<file path="config.mk">
export PLATFORM = sky130hd
export DESIGN_NAME = vbc_band_cal
export DESIGN_NICKNAME = d
export VERILOG_FILES = /design/src/rtl/vbc_pkg.sv /design/src/rtl/vbc_gray_sync.sv /design/src/rtl/vbc_target_dec.sv /design/src/rtl/vbc_window_meter.sv /design/src/rtl/vbc_sar_ctrl.sv /design/src/rtl/vbc_band_cal.sv
export SDC_FILE = /design/constraint.sdc
export NUM_CORES = 1
export LEC_CHECK = 0
export CORE_UTILIZATION = 43
export CTS_CLUSTER_DIAMETER = 200
export DETAILED_ROUTE_END_ITERATION = 16
export SYNTH_ARGS = -nofsm -noshare
export SYNTH_HDL_FRONTEND = slang
export SYNTH_SLANG_ARGS = --single-unit
</file>
<file path="constraint.sdc">
create_clock -name clk_ref -period 4.9 [get_ports clk_ref]
set_input_delay 0.98 -clock clk_ref [delete_from_list [all_inputs] [get_ports clk_ref]]
set_output_delay 0.98 -clock clk_ref [all_outputs]
set_load 0.02 [all_outputs]
</file>
<file path="src/rtl/vbc_pkg.sv">
package vbc_pkg;
  typedef enum logic {
    CAL_IDLE = 1'b0,
    CAL_RUN  = 1'b1
  } cal_state_e;
endpackage

</file>
<file path="src/rtl/vbc_gray_sync.sv">
// Two-flop synchroniser for a Gray-coded count, followed by Gray to binary.
module vbc_gray_sync #(
  parameter int W = 12
) (
  input  logic         clk,
  input  logic         rst_n,
  input  logic [W-1:0] gray_async,
  output logic [W-1:0] bin
);
  logic [W-1:0] meta_q;
  logic [W-1:0] sync_q;

  always_ff @(posedge clk or negedge rst_n) begin
    if (!rst_n) begin
      meta_q <= '0;
      sync_q <= '0;
    end else begin
      meta_q <= gray_async;
      sync_q <= meta_q;
    end
  end

  assign bin[W-1] = sync_q[W-1];
  for (genvar i = W - 2; i >= 0; i--) begin : g_g2b
    assign bin[i] = bin[i+1] ^ sync_q[i];
  end
endmodule

</file>
<file path="src/rtl/vbc_target_dec.sv">
// Expected oscillator count per window, from the integer ratio and fraction MSBs.
module vbc_target_dec #(
  parameter int INT_W    = 8,
  parameter int FRAC_USE = 4,
  parameter int WIN_LOG2 = 4,
  parameter int CNT_W    = 12
) (
  input  logic [INT_W-1:0]    ratio_int,
  input  logic [FRAC_USE-1:0] ratio_frac_msb,
  output logic [CNT_W-1:0]    target
);
  localparam int CAT_W = INT_W + FRAC_USE;
  localparam int SHIFT = WIN_LOG2 - FRAC_USE;

  logic [CAT_W-1:0] ratio_cat;

  assign ratio_cat = {ratio_int, ratio_frac_msb};
  assign target    = CNT_W'(ratio_cat) << SHIFT;
endmodule

</file>
<file path="src/rtl/vbc_window_meter.sv">
// Snapshots the synchronised count at window open and forms the difference at close.
module vbc_window_meter #(
  parameter int CNT_W = 12
) (
  input  logic             clk,
  input  logic             rst_n,
  input  logic [CNT_W-1:0] cnt_bin,
  input  logic             snap_open,
  input  logic             snap_close,
  output logic [CNT_W-1:0] meas
);
  logic [CNT_W-1:0] open_q, open_d;
  logic [CNT_W-1:0] meas_q, meas_d;

  always_comb begin
    open_d = open_q;
    meas_d = meas_q;
    if (snap_open)  open_d = cnt_bin;
    if (snap_close) meas_d = cnt_bin - open_q;
  end

  always_ff @(posedge clk or negedge rst_n) begin
    if (!rst_n) begin
      open_q <= '0;
      meas_q <= '0;
    end else begin
      if (snap_open)  open_q <= open_d;
      if (snap_close) meas_q <= meas_d;
    end
  end

  assign meas = meas_q;
endmodule

</file>
<file path="src/rtl/vbc_sar_ctrl.sv">
// Successive-approximation search over the band code, one step per window.
module vbc_sar_ctrl
  import vbc_pkg::*;
#(
  parameter int BAND_W      = 8,
  parameter int CNT_W       = 12,
  parameter int WIN_LOG2    = 4,
  parameter int SETTLE      = 2,
  parameter bit UP_WHEN_LOW = 1'b1
) (
  input  logic              clk,
  input  logic              rst_n,
  input  logic              start,
  input  logic [CNT_W-1:0]  target_in,
  input  logic [CNT_W-1:0]  meas,
  output logic              snap_open,
  output logic              snap_close,
  output logic [BAND_W-1:0] band,
  output logic              busy,
  output logic              done
);
  localparam int WIN      = 1 << WIN_LOG2;
  localparam int STEP     = SETTLE + WIN + 2;
  localparam int PH_W     = $clog2(STEP);
  localparam int IDX_W    = $clog2(BAND_W);
  localparam int OPEN_PH  = SETTLE;
  localparam int CLOSE_PH = SETTLE + WIN;
  localparam int DEC_PH   = STEP - 1;

  cal_state_e        state_q, state_d;
  logic [PH_W-1:0]   ph_q, ph_d;
  logic [IDX_W-1:0]  idx_q, idx_d;
  logic [BAND_W-1:0] band_q, band_d;
  logic [CNT_W-1:0]  tgt_q, tgt_d;
  logic              done_q, done_d;
  logic              accept;
  logic              at_dec;
  logic              below;
  logic              keep_bit;

  assign accept   = (state_q == CAL_IDLE) && start;
  assign at_dec   = (state_q == CAL_RUN) && (ph_q == PH_W'(DEC_PH));
  assign below    = meas < tgt_q;
  assign keep_bit = UP_WHEN_LOW ? below : !below;

  assign snap_open  = (state_q == CAL_RUN) && (ph_q == PH_W'(OPEN_PH));
  assign snap_close = (state_q == CAL_RUN) && (ph_q == PH_W'(CLOSE_PH));

  always_comb begin
    state_d = state_q;
    ph_d    = ph_q;
    idx_d   = idx_q;
    band_d  = band_q;
    tgt_d   = tgt_q;
    done_d  = 1'b0;
    if (accept) begin
      state_d = CAL_RUN;
      ph_d    = '0;
      idx_d   = IDX_W'(BAND_W - 1);
      band_d  = '0;
      band_d[BAND_W-1] = 1'b1;
      tgt_d   = target_in;
    end else if (state_q == CAL_RUN) begin
      if (at_dec) begin
        ph_d = '0;
        if (!keep_bit) band_d[idx_q] = 1'b0;
        if (idx_q == '0) begin
          state_d = CAL_IDLE;
          done_d  = 1'b1;
        end else begin
          idx_d = idx_q - IDX_W'(1);
          band_d[idx_d] = 1'b1;
        end
      end else begin
        ph_d = ph_q + PH_W'(1);
      end
    end
  end

  always_ff @(posedge clk or negedge rst_n) begin
    if (!rst_n) begin
      state_q <= CAL_IDLE;
      ph_q    <= '0;
      idx_q   <= '0;
      band_q  <= '0;
      tgt_q   <= '0;
      done_q  <= 1'b0;
    end else begin
      state_q <= state_d;
      ph_q    <= ph_d;
      idx_q   <= idx_d;
      band_q  <= band_d;
      if (accept) tgt_q <= tgt_d;
      done_q  <= done_d;
    end
  end

  assign band = band_q;
  assign busy = (state_q == CAL_RUN);
  assign done = done_q;
endmodule

</file>
<file path="src/rtl/vbc_band_cal.sv">
module vbc_band_cal #(
  parameter int BAND_W      = 8,
  parameter int INT_W       = 8,
  parameter int FRAC_USE    = 4,
  parameter int WIN_LOG2    = 4,
  parameter int SETTLE      = 2,
  parameter bit UP_WHEN_LOW = 1'b1,
  parameter int CNT_W       = INT_W + WIN_LOG2
) (
  input  logic                clk_ref,
  input  logic                rst_n,
  input  logic                start,
  input  logic [INT_W-1:0]    ratio_int,
  input  logic [FRAC_USE-1:0] ratio_frac_msb,
  input  logic [CNT_W-1:0]    vco_cnt_gray,
  output logic [BAND_W-1:0]   band,
  output logic                busy,
  output logic                done
);
  logic [CNT_W-1:0] cnt_bin;
  logic [CNT_W-1:0] target;
  logic [CNT_W-1:0] meas;
  logic             snap_open;
  logic             snap_close;

  vbc_gray_sync #(.W(CNT_W)) u_sync (
    .clk        (clk_ref),
    .rst_n      (rst_n),
    .gray_async (vco_cnt_gray),
    .bin        (cnt_bin)
  );

  vbc_target_dec #(
    .INT_W    (INT_W),
    .FRAC_USE (FRAC_USE),
    .WIN_LOG2 (WIN_LOG2),
    .CNT_W    (CNT_W)
  ) u_dec (
    .ratio_int      (ratio_int),
    .ratio_frac_msb (ratio_frac_msb),
    .target         (target)
  );

  vbc_window_meter #(.CNT_W(CNT_W)) u_meter (
    .clk        (clk_ref),
    .rst_n      (rst_n),
    .cnt_bin    (cnt_bin),
    .snap_open  (snap_open),
    .snap_close (snap_close),
    .meas       (meas)
  );

  vbc_sar_ctrl #(
    .BAND_W      (BAND_W),
    .CNT_W       (CNT_W),
    .WIN_LOG2    (WIN_LOG2),
    .SETTLE      (SETTLE),
    .UP_WHEN_LOW (UP_WHEN_LOW)
  ) u_ctrl (
    .clk        (clk_ref),
    .rst_n      (rst_n),
    .start      (start),
    .target_in  (target),
    .meas       (meas),
    .snap_open  (snap_open),
    .snap_close (snap_close),
    .band       (band),
    .busy       (busy),
    .done       (done)
  );
endmodule

</file>
==> results of run 1 <==
[layer usage]
layer  vias up  wire [um]
li1       1299          -
met1      1136       3170
met2        39       2670
met3         8        207
met4         0        116
met5         -          0
[worst min path at each step]
stage	cells past startpoint	slack, ns	start	end
finish	0	0.35	u_sync.meta_q[7]	u_sync.sync_q[7]
global route	0	0.36	u_sync.meta_q[5]	u_sync.sync_q[5]
CTS	0	0.35	u_sync.meta_q[2]	u_sync.sync_q[2]
detailed placement	0	0.33	u_sync.meta_q[2]	u_sync.sync_q[2]
global placement	0	0.33	u_sync.meta_q[6]	u_sync.sync_q[6]
floorplan	0	0.33	u_sync.meta_q[0]	u_sync.sync_q[0]
[stage by stage]
step / total power, W / setup slack [ns] / instance area (um2) / hold slack [ns]
5_1_grt: 0.00266 / 0.627 / 4520 / 0.357
3_3_place_gp: 0.00195 / 1.01 / 4330 / 0.332
3_5_place_dp: 0.00197 / 0.889 / 4330 / 0.335
2_1_floorplan: 0.00173 / 1.16 / 3860 / 0.331
4_1_cts: 0.00245 / 0.874 / 4520 / 0.354
6_report: 0.00241 / 0.917 / 4520 / 0.350
[cell type report]
type	instances	share of cell area
flip-flops and latches	78	0.432
inverters	30	0.0249
repair buffers	37	0.0808
well taps	108	0.0299
clock inverters	7	0.0144
clock buffers	9	0.0274
multi-input cells	241	0.391
[kinds of logic after synthesis]
family                   after synthesis  synth area share
AO/OA/AOI/OAI                         82             0.131
XOR/XNOR                              25            0.0824
adder cells (fa/ha/maj)               27            0.0895
buffers and inverters                 39            0.0380
flip-flops                            78             0.506
multiplexers                          17            0.0490
AND/OR/NAND/NOR                       90             0.104
[power by group through the flow]
stage	clock, W	sequential (W)	combinational (W)
2_1_floorplan	0	0.000883	0.000848
3_3_place_gp	0	0.000916	0.00103
3_5_place_dp	0	0.000919	0.00106
4_1_cts	0.000485	0.000907	0.00106
5_1_grt	0.000513	0.000933	0.00121
6_report	0.000468	0.000906	0.00104
[cells in the final DEF, fill, tap and decap left out, types with 5 or more instances in the layout]
cell type and instances:
clkdlybuf4s50_1 35, ha_1 26, inv_1 30, xor2_1 9, xnor2_1 10, dfrtp_1 78, a21o_1 5, nor2_1 17
nand2b_1 9, clkbuf_8 9, nand2_1 44, nor3_1 7, a21oi_1 14, o21ai_0 34, mux2_2 15
[sequential cells by signal, summed over array words and instances, names as in the netlist]
register        cells
u_ctrl.tgt_q       12
u_meter.meas       12
u_meter.open_q     12
u_sync.meta_q      12
u_sync.sync_q      12
u_ctrl.band         8
u_ctrl.ph_q         5
u_ctrl.idx_q        3
u_ctrl.busy         1
u_ctrl.done         1
==> results.tsv, run 1 <==
metric	value	unit
status	complete, no violations	
RePlAce Congestion	0.781	
die height	96.7	um
initial antenna violation count	0	
Setup-failing EPs final	0	
Least-Margin Pin Slew	0.998	ns
die area	9350	um2
Fmax achieved	251	MHz
CP bufs+invs	1	
Layout area overhead	17.2	%
WL per Instance	12.1	um
RSZ-0062 raised after global routing	no	
Worst setup startpoint	u_sync.sync_q[11]	
gr busiest metal	met2	
Ys Warns	0	
ys async rst share	1.00	
vias after detailed routing	2482	
drt first pass iters	4	
clk sinks	78	
post-synthesis cell type count	43	
# rows	34	
Synth area leaders	dfrtp_1, ha_1, o21ai_0	
Power Density	534	nW/um2
worst-path maximum fanout	6	
most frequent cell after synthesis	dfrtp_1	
CTS Buf Count	9	
Synth Instances	358	
Reg2Reg Setup Slack	0.92	ns
minimum clock period	3.98	ns
area of the multi-input gates	1770	um2
drt initial violations	81	
Post-synth EDFFs	0	
# placed instances	494	
internal power	0.00152	W
HPWL after DPL	4310	um
Post-DRT Antenna Nets	0	
Rel. slew slack	0.334	
min-delay worst type	register to register	
Clock Skew	0.00549	ns
MaxCap Viol Count	0	
Vias/cell	4.87	
GR Util met1	0.208	
CP endpoint kind	register	
Initial Util	0.442	
root buf cell	clkbuf_8	
DRC	0	
Net Count, Synth	412	
post-CTS resize count	0	
critical path data arrival time	4.24	ns
FF+latch count, synth	78	
cell breakdown of the critical path	xor3_2 -> xnor2_4 -> xnor2_4 -> xnor2_4 -> xnor2_4 -> xnor2_2 -> ha_1 -> inv_1 -> fa_1 -> a21o_1 -> a21o_1 -> nand2_1 -> a21oi_1 -> o221a_2 -> o21a_1 -> o31ai_1	
Worst R2R End	u_meter.meas[10]	
I/O pin cnt	37	
Reg area	1950	um2
largest net degree at the start of global routing	79	
vias in the first global route	2427	
setup tns final	0	ns
Core Region	8720	um2
net switching power	0.000897	W
antenna cells	0	
# nets final	451	
sequential share of power	0.376	
Worst Setup EP	u_meter.meas[10]	
number of port buffers	36	
Max clock buf depth	2	
fin cells	510	
Slew Viols, Final	0	
CP Launch Type	register	
Sw Share	0.372	
critical path type	register to register	
Post-CTS Setup Inserts	0	
commonest cells in the netlist	dfrtp_1, nand2_1, o21ai_0	
Crit-path slowest cell	xor3_2	
clk slew on worst S/H paths	0.08	ns
Syn Std Cell Area	3860	um2
logic gate share of total power	0.431	
clock power share	0.194	
cell depth of the worst setup path	16	
Post-CTS Hold Fix Bufs	0	
post-synth top area cell	dfrtp_1	
M2 GR Usage	0.220	
die width	96.7	um
Worst EP required	5.15	ns
maximum vdd ir drop	0.213	mV
Reg2Reg Depth	16	
GRT Util Overall	0.149	
H-tree levels	3	
# fillers	796	
r2r startpoint	u_sync.sync_q[11]	
Post-Route Utilization	0.518	
Tcrit/Tclk final	0.813	
Seq/Total Area, Yosys	0.506	
Leakage	2.06	nW
met3 usage	0.0332	
clock latency on the worst-skew pair	0.35	ns
final hold violation count	0	
TritonCTS clock tree	built	
CP delay by family, top	XOR/XNOR gates	
total gr overflow	0	
final wirelength	6170	um
global-route wire length before repair	11300	um
post-synth top area share	0.506	
Crit path top cell by count	xnor2_4	
top_reg_cell synth	dfrtp_1	
Mean Syn Cell Area	10.8	um2
layout cells sized above 1	0.107	
critical path's largest stage delay	0.53	ns
Note: power is estimated with default switching activity, not from simulation.
==> run 2: changes to the inputs <==
--- a/config.mk
+++ b/config.mk
@@ -8,6 +8,7 @@
 export CORE_UTILIZATION = 43
 export CTS_CLUSTER_DIAMETER = 200
 export DETAILED_ROUTE_END_ITERATION = 16
+export PLACE_DENSITY = 0.65
 export SYNTH_ARGS = -nofsm -noshare
 export SYNTH_HDL_FRONTEND = slang
 export SYNTH_SLANG_ARGS = --single-unit
==> constraint.sdc (replaced) <==
create_clock -name clk_ref -period 3.29 [get_ports clk_ref]
set_input_delay 0.658 -clock clk_ref [delete_from_list [all_inputs] [get_ports clk_ref]]
set_output_delay 0.658 -clock clk_ref [all_outputs]
set_load 0.02 [all_outputs]
==> run 2 against run 1 <==
The run now ends with setup timing left; sequential power rose by 49%; clock power rose by 52%; global-route usage rose by 0.31 points; combinational power rose by 80%; critical path type unchanged; final cell count rose by 3.9%.
==> results.tsv, run 2 (synthesis results as in run 1) <==
metric	value	unit	change
status	finished with violations		
failing checks	setup timing		
I/O pin cnt	37		unchanged
die width	96.7	um	unchanged
Rel. slew slack	0.360		+0.0255
maximum vdd ir drop	0.290	mV	+36%
Design Area, Final	4730	um2	+4.7%
Leakage	2.16	nW	+5.1%
RePlAce Congestion	0.815		+4.4%
minimum clock period	3.51	ns	-0.470 ns
critical path type	register to register		
Place WS	-0.267	ns	-1.16 ns
Placement Cell Area	4440	um2	+2.6%
critical path data arrival time	3.77	ns	-0.47 ns
vias in the first global route	2552		+5.2%
die area	9350	um2	unchanged
vias after detailed routing	2600		+4.8%
cell breakdown of the critical path	xor3_2 -> xnor2_4 -> xnor2_4 -> xnor2_4 -> xnor2_4 -> xnor2_2 -> ha_2 -> inv_2 -> fa_2 -> a21o_1 -> a21o_1 -> nand2_2 -> a21oi_2 -> o221a_2 -> o21a_1 -> o31ai_1		
Worst EP required	3.55	ns	-1.60 ns
Initial Util	0.442		unchanged
final wirelength	6410	um	+3.9%
Crit path top cell by count	xnor2_4		
layout cells sized above 1	0.178		+0.0708
commonest non-fill, non-tap cell in the layout	dfrtp_1		
global-route wire length before repair	11500	um	+2.1%
MaxCap Viol Count	0		unchanged
die height	96.7	um	unchanged
Slew Viols, Final	0		unchanged
RSZ-0062 raised after global routing	yes		
WL per Instance	12.1	um	about the same
Power Density	831	nW/um2	+56%
critical path's largest stage delay	0.45	ns	-0.08 ns
# nets final	471		+4.4%
GRT Util Overall	0.152		+0.00311
number of port buffers	36		unchanged
CP endpoint kind	register		
Core Region	8720	um2	unchanged
Pwr Total	0.00393	W	+63%
antenna cells	0		unchanged
clock latency on the worst-skew pair	0.36	ns	about the same
DRC	0		unchanged
Post-DRT Antenna Nets	0		unchanged
HPWL after DPL	4460	um	+3.7%
TritonCTS clock tree	built		
min-delay worst type	register to register		
Clock Skew	0.0105	ns	+0.00497 ns
setup tns final	-0.530	ns	-0.530 ns
drt first pass iters	4		unchanged
Crit-path slowest cell	xor3_2		
Fmax achieved	285	MHz	+13%
# fillers	797		+0.13%
setup slack after layout	-0.223	ns	-1.14 ns
most frequent cells in the layout	dfrtp_1, nand2_1, clkdlybuf4s50_1, o21ai_0, inv_1		
worst-path maximum fanout	2		-4
WHS	0.351	ns	+0.00177 ns
CTS Buf Count	9		unchanged
Layout area overhead	22.7	%	
root buf cell	clkbuf_8		
initial antenna violation count	0		unchanged
Vias/cell	4.91		+0.80%
Max clock buf depth	2		unchanged
clk sinks	78		unchanged
Setup-failing EPs final	4		+4
Tcrit/Tclk final	1.07		+0.255
final hold violation count	0		unchanged
total gr overflow	0		unchanged
Least-Margin Pin Slew	0.960	ns	-0.0382 ns
CP Launch Type	register		
clk slew on worst S/H paths	0.08	ns	about the same
H-tree levels	3		unchanged
# rows	34		unchanged
drt initial violations	72		-11%
largest net degree at the start of global routing	79		unchanged
[run 2: changes by cell type in the layout (fill, tap and decap cells not counted), moves of 2 or more]
| cell | previous run | this run |
|---|---|---|
| buf_4 | 2 | 22 |
| a21oi_1 | 14 | 11 |
| o21ai_0 | 34 | 32 |
| a21oi_2 | 0 | 2 |
| clkinv_2 | 4 | 2 |
[run 2: path summary, 6_finish.rpt]
kind	start	to	slack (ns)	cells after the start
setup / recovery	u_sync.sync_q[10]	u_meter.meas[10]	-0.22	16
hold / removal	u_sync.meta_q[7]	u_sync.sync_q[7]	0.35	0
setup reg to reg	u_sync.sync_q[10]	u_meter.meas[10]	-0.22	16
hold reg to reg	u_sync.meta_q[7]	u_sync.sync_q[7]	0.35	0
max in group asynchronous	rst_n	u_ctrl.ph_q[3]	2.23	1
min in group asynchronous	rst_n	u_sync.meta_q[1]	0.44	1
[run 2: worst max-delay path, delay by kind of cell (launching register included)]
kind,cells,cell delay (ns)
DFF,1,0.40
buffers and inverters,1,0.04
xor gates and xnor gates,6,1.38
and+or+nand+nor,1,0.08
AOI/OAI and AO/OA,6,0.99
adders and majority gates,2,0.54
[run 2: per-layer routing]
| layer | track usage | up-vias | routed length [um] |
|---|---|---|---|
| li1 | - | 1341 | - |
| met1 | 0.199 | 1215 | 3130 |
| met2 | 0.236 | 36 | 2970 |
| met3 | 0.0491 | 8 | 234 |
| met4 | 0.0586 | 0 | 72 |
| met5 | 0 | - | 0 |
[run 2: per-stage QoR]
stage	utilization	std cells
after floorplan	-	358
after global placement	0.509	507
after detailed placement	0.509	507
after CTS	0.538	527
after global routing	0.543	530
final	0.543	530
[run 2: final cells by class]
class / count / area, um2 / area share
clock buffer: 9 / 124 / 0.0262
clock inverter: 7 / 72.6 / 0.0153
sequential: 78 / 1950 / 0.412
inverter: 30 / 113 / 0.0238
timing repair buffer: 57 / 515 / 0.109
tap: 108 / 135 / 0.0285
multi-input combinational: 241 / 1820 / 0.385
[run 2: what timing repair did]
action / 4_1_cts / 5_1_grt
hold buffers: 0 / 0
resized for setup: 6 / 3
pin swaps: 12 / 11
endpoints found under the hold margin: 0 / 0
buffers inserted: 4 / 3
setup endpoints to repair: 6 / 7
[run 2: report_power, final]
| part | internal [W] | total, W | leakage (nW) | switching, W |
|---|---|---|---|---|
| Combinational | 0.000929 | 0.00187 | 1.15 | 0.000945 |
| Sequential | 0.00118 | 0.00135 | 0.921 | 0.000166 |
| Clock | 0.000351 | 0.000713 | 0.0956 | 0.000362 |
